<file path="config.mk">
export PLATFORM = sky130hd
export DESIGN_NAME = lcd_raster_gen
export DESIGN_NICKNAME = d
export VERILOG_FILES = /design/src/rtl/lrg_pkg.sv /design/src/rtl/lrg_axis.sv /design/src/rtl/lrg_irq.sv /design/src/rtl/lcd_raster_gen.sv
export SDC_FILE = /design/constraint.sdc
export NUM_CORES = 1
export LEC_CHECK = 0
export BUFFER_PORTS_ARGS = -buffer_cell sky130_fd_sc_hd__buf_4
export CAP_MARGIN = 30
export CORE_ASPECT_RATIO = 2
export CORE_MARGIN = 2
export CORE_UTILIZATION = 37
export CTS_CLUSTER_DIAMETER = 200
export DETAILED_ROUTE_END_ITERATION = 16
export MAX_ROUTING_LAYER = met4
export PLACE_DENSITY_LB_ADDON = 0.08
export SLEW_MARGIN = 0
export SYNTH_ARGS = -nofsm -noshare
export SYNTH_HDL_FRONTEND = slang
export SYNTH_HIERARCHICAL = 1
export SYNTH_SLANG_ARGS = --single-unit
</file>
<file path="constraint.sdc">
create_clock -name clk -period 8.1 [get_ports clk]
set_input_delay 0.81 -clock clk [delete_from_list [all_inputs] [get_ports clk]]
set_output_delay 0.81 -clock clk [all_outputs]
set_load 0.1 [all_outputs]
</file>
<file path="src/rtl/lrg_pkg.sv">
package lrg_pkg;
    localparam int unsigned DEF_CW  = 11;
    localparam int unsigned NUM_IRQ = 3;

    // Status bit positions of the three display interrupt sources.
    typedef enum int unsigned {
        IRQ_FRAME = 0,
        IRQ_DISP  = 1,
        IRQ_MATCH = 2
    } irq_src_e;
endpackage

</file>
<file path="src/rtl/lrg_axis.sv">
module lrg_axis #(
    parameter int unsigned CW = 11
) (
    input  logic          clk,
    input  logic          rst_n,
    input  logic          run,
    input  logic          step,
    input  logic [CW-1:0] total,
    input  logic [CW-1:0] sync_end,
    input  logic [CW-1:0] disp_start,
    input  logic [CW-1:0] disp_len,
    output logic [CW-1:0] cnt,
    output logic          carry,
    output logic          in_sync,
    output logic          in_disp
);
    localparam int unsigned EW = CW + 1;

    typedef struct packed {
        logic [CW-1:0] cnt;
    } ax_st_t;

    ax_st_t        st_d, st_q;
    logic [EW-1:0] inc_ext;
    logic [EW-1:0] disp_end;
    logic          last;

    always_comb begin
        inc_ext  = {1'b0, st_q.cnt} + EW'(1);
        last     = inc_ext >= {1'b0, total};
        disp_end = {1'b0, disp_start} + {1'b0, disp_len};
        st_d     = st_q;
        if (!run) begin
            st_d.cnt = '0;
        end else if (step) begin
            st_d.cnt = last ? '0 : inc_ext[CW-1:0];
        end
    end

    always_ff @(posedge clk or negedge rst_n) begin
        if (!rst_n) st_q <= '0;
        else        st_q <= st_d;
    end

    assign cnt     = st_q.cnt;
    assign carry   = run & step & last;
    assign in_sync = st_q.cnt < sync_end;
    assign in_disp = ({1'b0, st_q.cnt} >= {1'b0, disp_start}) &&
                     ({1'b0, st_q.cnt} < disp_end);

    AST_IDLE_ZERO: assert property (@(posedge clk) disable iff (!rst_n)
        !run |=> (cnt == '0));
    AST_WRAP_ZERO: assert property (@(posedge clk) disable iff (!rst_n)
        carry |=> (cnt == '0));
    AST_STEP_INC: assert property (@(posedge clk) disable iff (!rst_n)
        (run && step && !last) |=> (cnt == $past(cnt) + CW'(1)));
    AST_HOLD: assert property (@(posedge clk) disable iff (!rst_n)
        (run && !step) |=> $stable(cnt));
endmodule

</file>
<file path="src/rtl/lrg_irq.sv">
module lrg_irq #(
    parameter int unsigned N = 3
) (
    input  logic         clk,
    input  logic         rst_n,
    input  logic [N-1:0] ev,
    input  logic [N-1:0] clr,
    input  logic [N-1:0] mask,
    output logic [N-1:0] status,
    output logic         irq
);
    typedef struct packed {
        logic [N-1:0] status;
    } irq_st_t;

    irq_st_t st_d, st_q;

    always_comb begin
        st_d        = st_q;
        // an event in the same cycle as a clear keeps its bit set
        st_d.status = (st_q.status & ~clr) | ev;
    end

    always_ff @(posedge clk or negedge rst_n) begin
        if (!rst_n) st_q <= '0;
        else        st_q <= st_d;
    end

    assign status = st_q.status;
    assign irq    = |(st_q.status & mask);

    AST_EVENT_SETS: assert property (@(posedge clk) disable iff (!rst_n)
        (|ev) |=> ((status & $past(ev)) == $past(ev)));
    AST_STICKY: assert property (@(posedge clk) disable iff (!rst_n)
        (|(status & ~clr)) |=> ((status & $past(status & ~clr)) == $past(status & ~clr)));
    AST_CLEAR_WORKS: assert property (@(posedge clk) disable iff (!rst_n)
        (|(clr & ~ev)) |=> ((status & $past(clr & ~ev)) == '0));
endmodule

</file>
<file path="src/rtl/lcd_raster_gen.sv">
module lcd_raster_gen #(
    parameter int unsigned CW = lrg_pkg::DEF_CW
) (
    input  logic          clk,
    input  logic          rst_n,
    input  logic          enable,
    input  logic [CW-1:0] h_sync_end,
    input  logic [CW-1:0] h_disp_start,
    input  logic [CW-1:0] h_active,
    input  logic [CW-1:0] h_total,
    input  logic [CW-1:0] v_sync_end,
    input  logic [CW-1:0] v_disp_start,
    input  logic [CW-1:0] v_active,
    input  logic [CW-1:0] v_total,
    input  logic [CW-1:0] irq_line,
    input  logic [1:0]    sync_pol,
    input  logic [2:0]    irq_mask,
    input  logic [2:0]    irq_clr,
    output logic          hsync,
    output logic          vsync,
    output logic          de,
    output logic [CW-1:0] pix_cnt,
    output logic [CW-1:0] line_cnt,
    output logic          vsync_stat,
    output logic          vblank_stat,
    output logic [2:0]    irq_status,
    output logic          irq
);
    import lrg_pkg::*;

    localparam int unsigned EW = CW + 1;

    logic                h_carry, v_carry;
    logic                h_sync_in, v_sync_in;
    logic                h_disp_in, v_disp_in;
    logic [EW-1:0]       v_disp_end;
    logic                at_origin;
    logic [NUM_IRQ-1:0]  ev;

    lrg_axis #(.CW(CW)) i_h_axis (
        .clk        (clk),
        .rst_n      (rst_n),
        .run        (enable),
        .step       (1'b1),
        .total      (h_total),
        .sync_end   (h_sync_end),
        .disp_start (h_disp_start),
        .disp_len   (h_active),
        .cnt        (pix_cnt),
        .carry      (h_carry),
        .in_sync    (h_sync_in),
        .in_disp    (h_disp_in)
    );

    lrg_axis #(.CW(CW)) i_v_axis (
        .clk        (clk),
        .rst_n      (rst_n),
        .run        (enable),
        .step       (h_carry),
        .total      (v_total),
        .sync_end   (v_sync_end),
        .disp_start (v_disp_start),
        .disp_len   (v_active),
        .cnt        (line_cnt),
        .carry      (v_carry),
        .in_sync    (v_sync_in),
        .in_disp    (v_disp_in)
    );

    always_comb begin
        hsync       = sync_pol[0] ? (enable & h_sync_in) : ~(enable & h_sync_in);
        vsync       = sync_pol[1] ? (enable & v_sync_in) : ~(enable & v_sync_in);
        de          = enable & h_disp_in & v_disp_in;
        vsync_stat  = v_sync_in;
        v_disp_end  = {1'b0, v_disp_start} + {1'b0, v_active};
        vblank_stat = (line_cnt < v_disp_start) || ({1'b0, line_cnt} > v_disp_end);
        at_origin   = enable && (pix_cnt == '0);
        ev          = '0;
        ev[IRQ_FRAME] = at_origin && (line_cnt == '0);
        ev[IRQ_DISP]  = at_origin && (line_cnt == v_disp_start);
        ev[IRQ_MATCH] = at_origin && (line_cnt == irq_line);
    end

    lrg_irq #(.N(NUM_IRQ)) i_irq (
        .clk    (clk),
        .rst_n  (rst_n),
        .ev     (ev),
        .clr    (irq_clr),
        .mask   (irq_mask),
        .status (irq_status),
        .irq    (irq)
    );

    AST_DE_NOT_BLANK: assert property (@(posedge clk) disable iff (!rst_n)
        de |-> !vblank_stat);
    AST_FRAME_WRAP: assert property (@(posedge clk) disable iff (!rst_n)
        v_carry |=> ((line_cnt == '0) && (pix_cnt == '0)));
endmodule

</file>
==> results.ini <==
[outcome]
status=finished, final reports clean

[sta]
fmax_ghz=0.188
setup_violations=0
fin_ws_ns=2.78
rsz0062_at_grt=no
min_period_over_period_pct=65.7
slew_viol_final=0
worstMarginPinSlew_ns=0.733
skew_ns=0.00241
max_slew_margin_pct=49.9
min_period_ns=5.32
hold_viol=0
tns_ns=0

[global_route]
grt_pass1_wl_mm=25.2
grt_max_degree=26
grt_pass1_vias=5302
antenna_found_initial=0
grt_overflow_total=0
grtUsageTotal_pct=19.1

[worst_hold_path]
hold_path_class=input port to asynchronous set/reset pin

[logic_synthesis]
syn_area_per_cell_um2=8.29
syn_area_mm2=0.00567
yosys_warnings=6
synthesis.instances=684

[floorplan]
num_rows=64
start_util_pct=37.5
pin_count=141
dieArea_mm2=0.0164
dieWidth_um=91.6
core-area_mm2=0.0151
fp.dieH_um=179

[detailed_routing]
first_pass_iters=4
viasPerCell=5.24
wl_per_cell_um=14.8
wl_mm=15.2
drc=0
drt_iter0_drc=196
ant_nets=0
dr_total_vias=5359

[pwr]
p_leak_nw=3.86
vdd_drop_max_mv=0.0518
p_per_area_mw_per_mm2=74.4

[clock_tree]
insertion_delay_ns=0.26
clkTransAtPathRegs_ns=0.07
cts_buffers=3
cts.sinks=25
cts_hold_buffers=0
cts_tree=yes
root_buffer=clkbuf_16
cts_setup_buffers=0
post_cts_resized=0
clockBufferDepth=2
h-tree-depth=1

[job]
drv_cap=0

[critical_path]
critical_path_required_ns=7.29
worstReg2RegStart=i_h_axis/cnt[1]$_DFFE_PN0P_
end_kind=primary output
worstSetupStartpointType=input port
crit_arrival_ns=4.51
path_max_fanout=4
worst-setup-path-type=input port to primary output
worstSetupStartpoint=v_disp_start[0]

[cells_and_area]
drive_gt1_share_pct=22.9
final_cell_count_no_fill=1022
syn2layout_area_growth_pct=23.4
fin_nets=1079
antenna-diode-count=0
final_core_util_pct=46.3
fillers=1527
design_area_mm2=0.00700
final_cell_mix=141 x ha_1, 141 x buf_4, 94 x inv_1

[placement]
dp_hpwl_mm=12.5
placed_area_mm2=0.00692
pre_cts_ws_ns=2.72
gp_congestion=0.834
dpl.cell_count=1018
portBuffers=140

[worst max-delay path, cell delays in order]
cell	delay [ns]
buf_4	0.13
ha_1	0.22
fa_1	0.40
a21oi_1	0.18
o21ai_0	0.13
a2111oi_0	0.68
o31ai_1	0.16
a21oi_1	0.20
xor2_1	0.09
ha_1	0.19
a2111oi_0	0.34
o21ai_0	0.15
a31oi_1	0.32
and3_1	0.22
buf_4	0.29
[flip-flops by register name, summed over array words and instances (netlist names)]
| register | count |
|---|---|
| i_h_axis/cnt | 11 |
| i_v_axis/cnt | 11 |
| i_irq/status | 3 |
[through the flow]
stage,power (mW),hold slack [ns]
after floorplan,0.319,0.514
after global placement,0.409,0.508
after detailed placement,0.412,0.511
after CTS,0.528,0.471
after global routing,0.569,0.473
final,0.521,0.450
[power breakdown]
group / switching, mW / internal (mW) / leakage, nW
registers: 0.00395 / 0.126 / 0.346
clock network: 0.0466 / 0.0666 / 0.0409
logic: 0.150 / 0.127 / 3.47
[cell type report]
type                            instances  area (µm²)  share of cell area [%]
Multi-Input combinational cell        560        4640                    66.2
Inverter                               94         353                    5.04
Clock buffer                            3        75.1                    1.07
Sequential cell                        25         626                    8.94
Clock inverter                          1        5.00                  0.0715
Tap cell                              198         248                    3.54
Timing Repair Buffer                  141        1060                    15.1
[path summary, 6_finish.rpt]
path | depth (start not counted) | endpoint | slack, ns
worst max register to register | 13 | i_v_axis/cnt[8]$_DFFE_PN0P_ | 4.49
worst min register to register | 1 | i_irq/status[0]$_DFF_PN0_ | 0.53
min in group clk | 1 | i_irq/status[0]$_DFF_PN0_ | 0.53
worst max-delay path | 15 | de | 2.78
max in group asynchronous | 1 | i_irq/status[2]$_DFF_PN0_ | 7.38
worst min-delay path | 1 | i_h_axis/cnt[3]$_DFFE_PN0P_ | 0.45
[metal layers]
layer / GRT usage, % / up-vias / share of wire [%]
li1: - / 2786 / -
met1: 25.9 / 2425 / 49
met2: 31.5 / 138 / 46
met3: 1.93 / 10 / 4.4
met4: 2.71 / 0 / 0.75
met5: - / - / 0
Note: power is estimated with default switching activity, not from simulation.
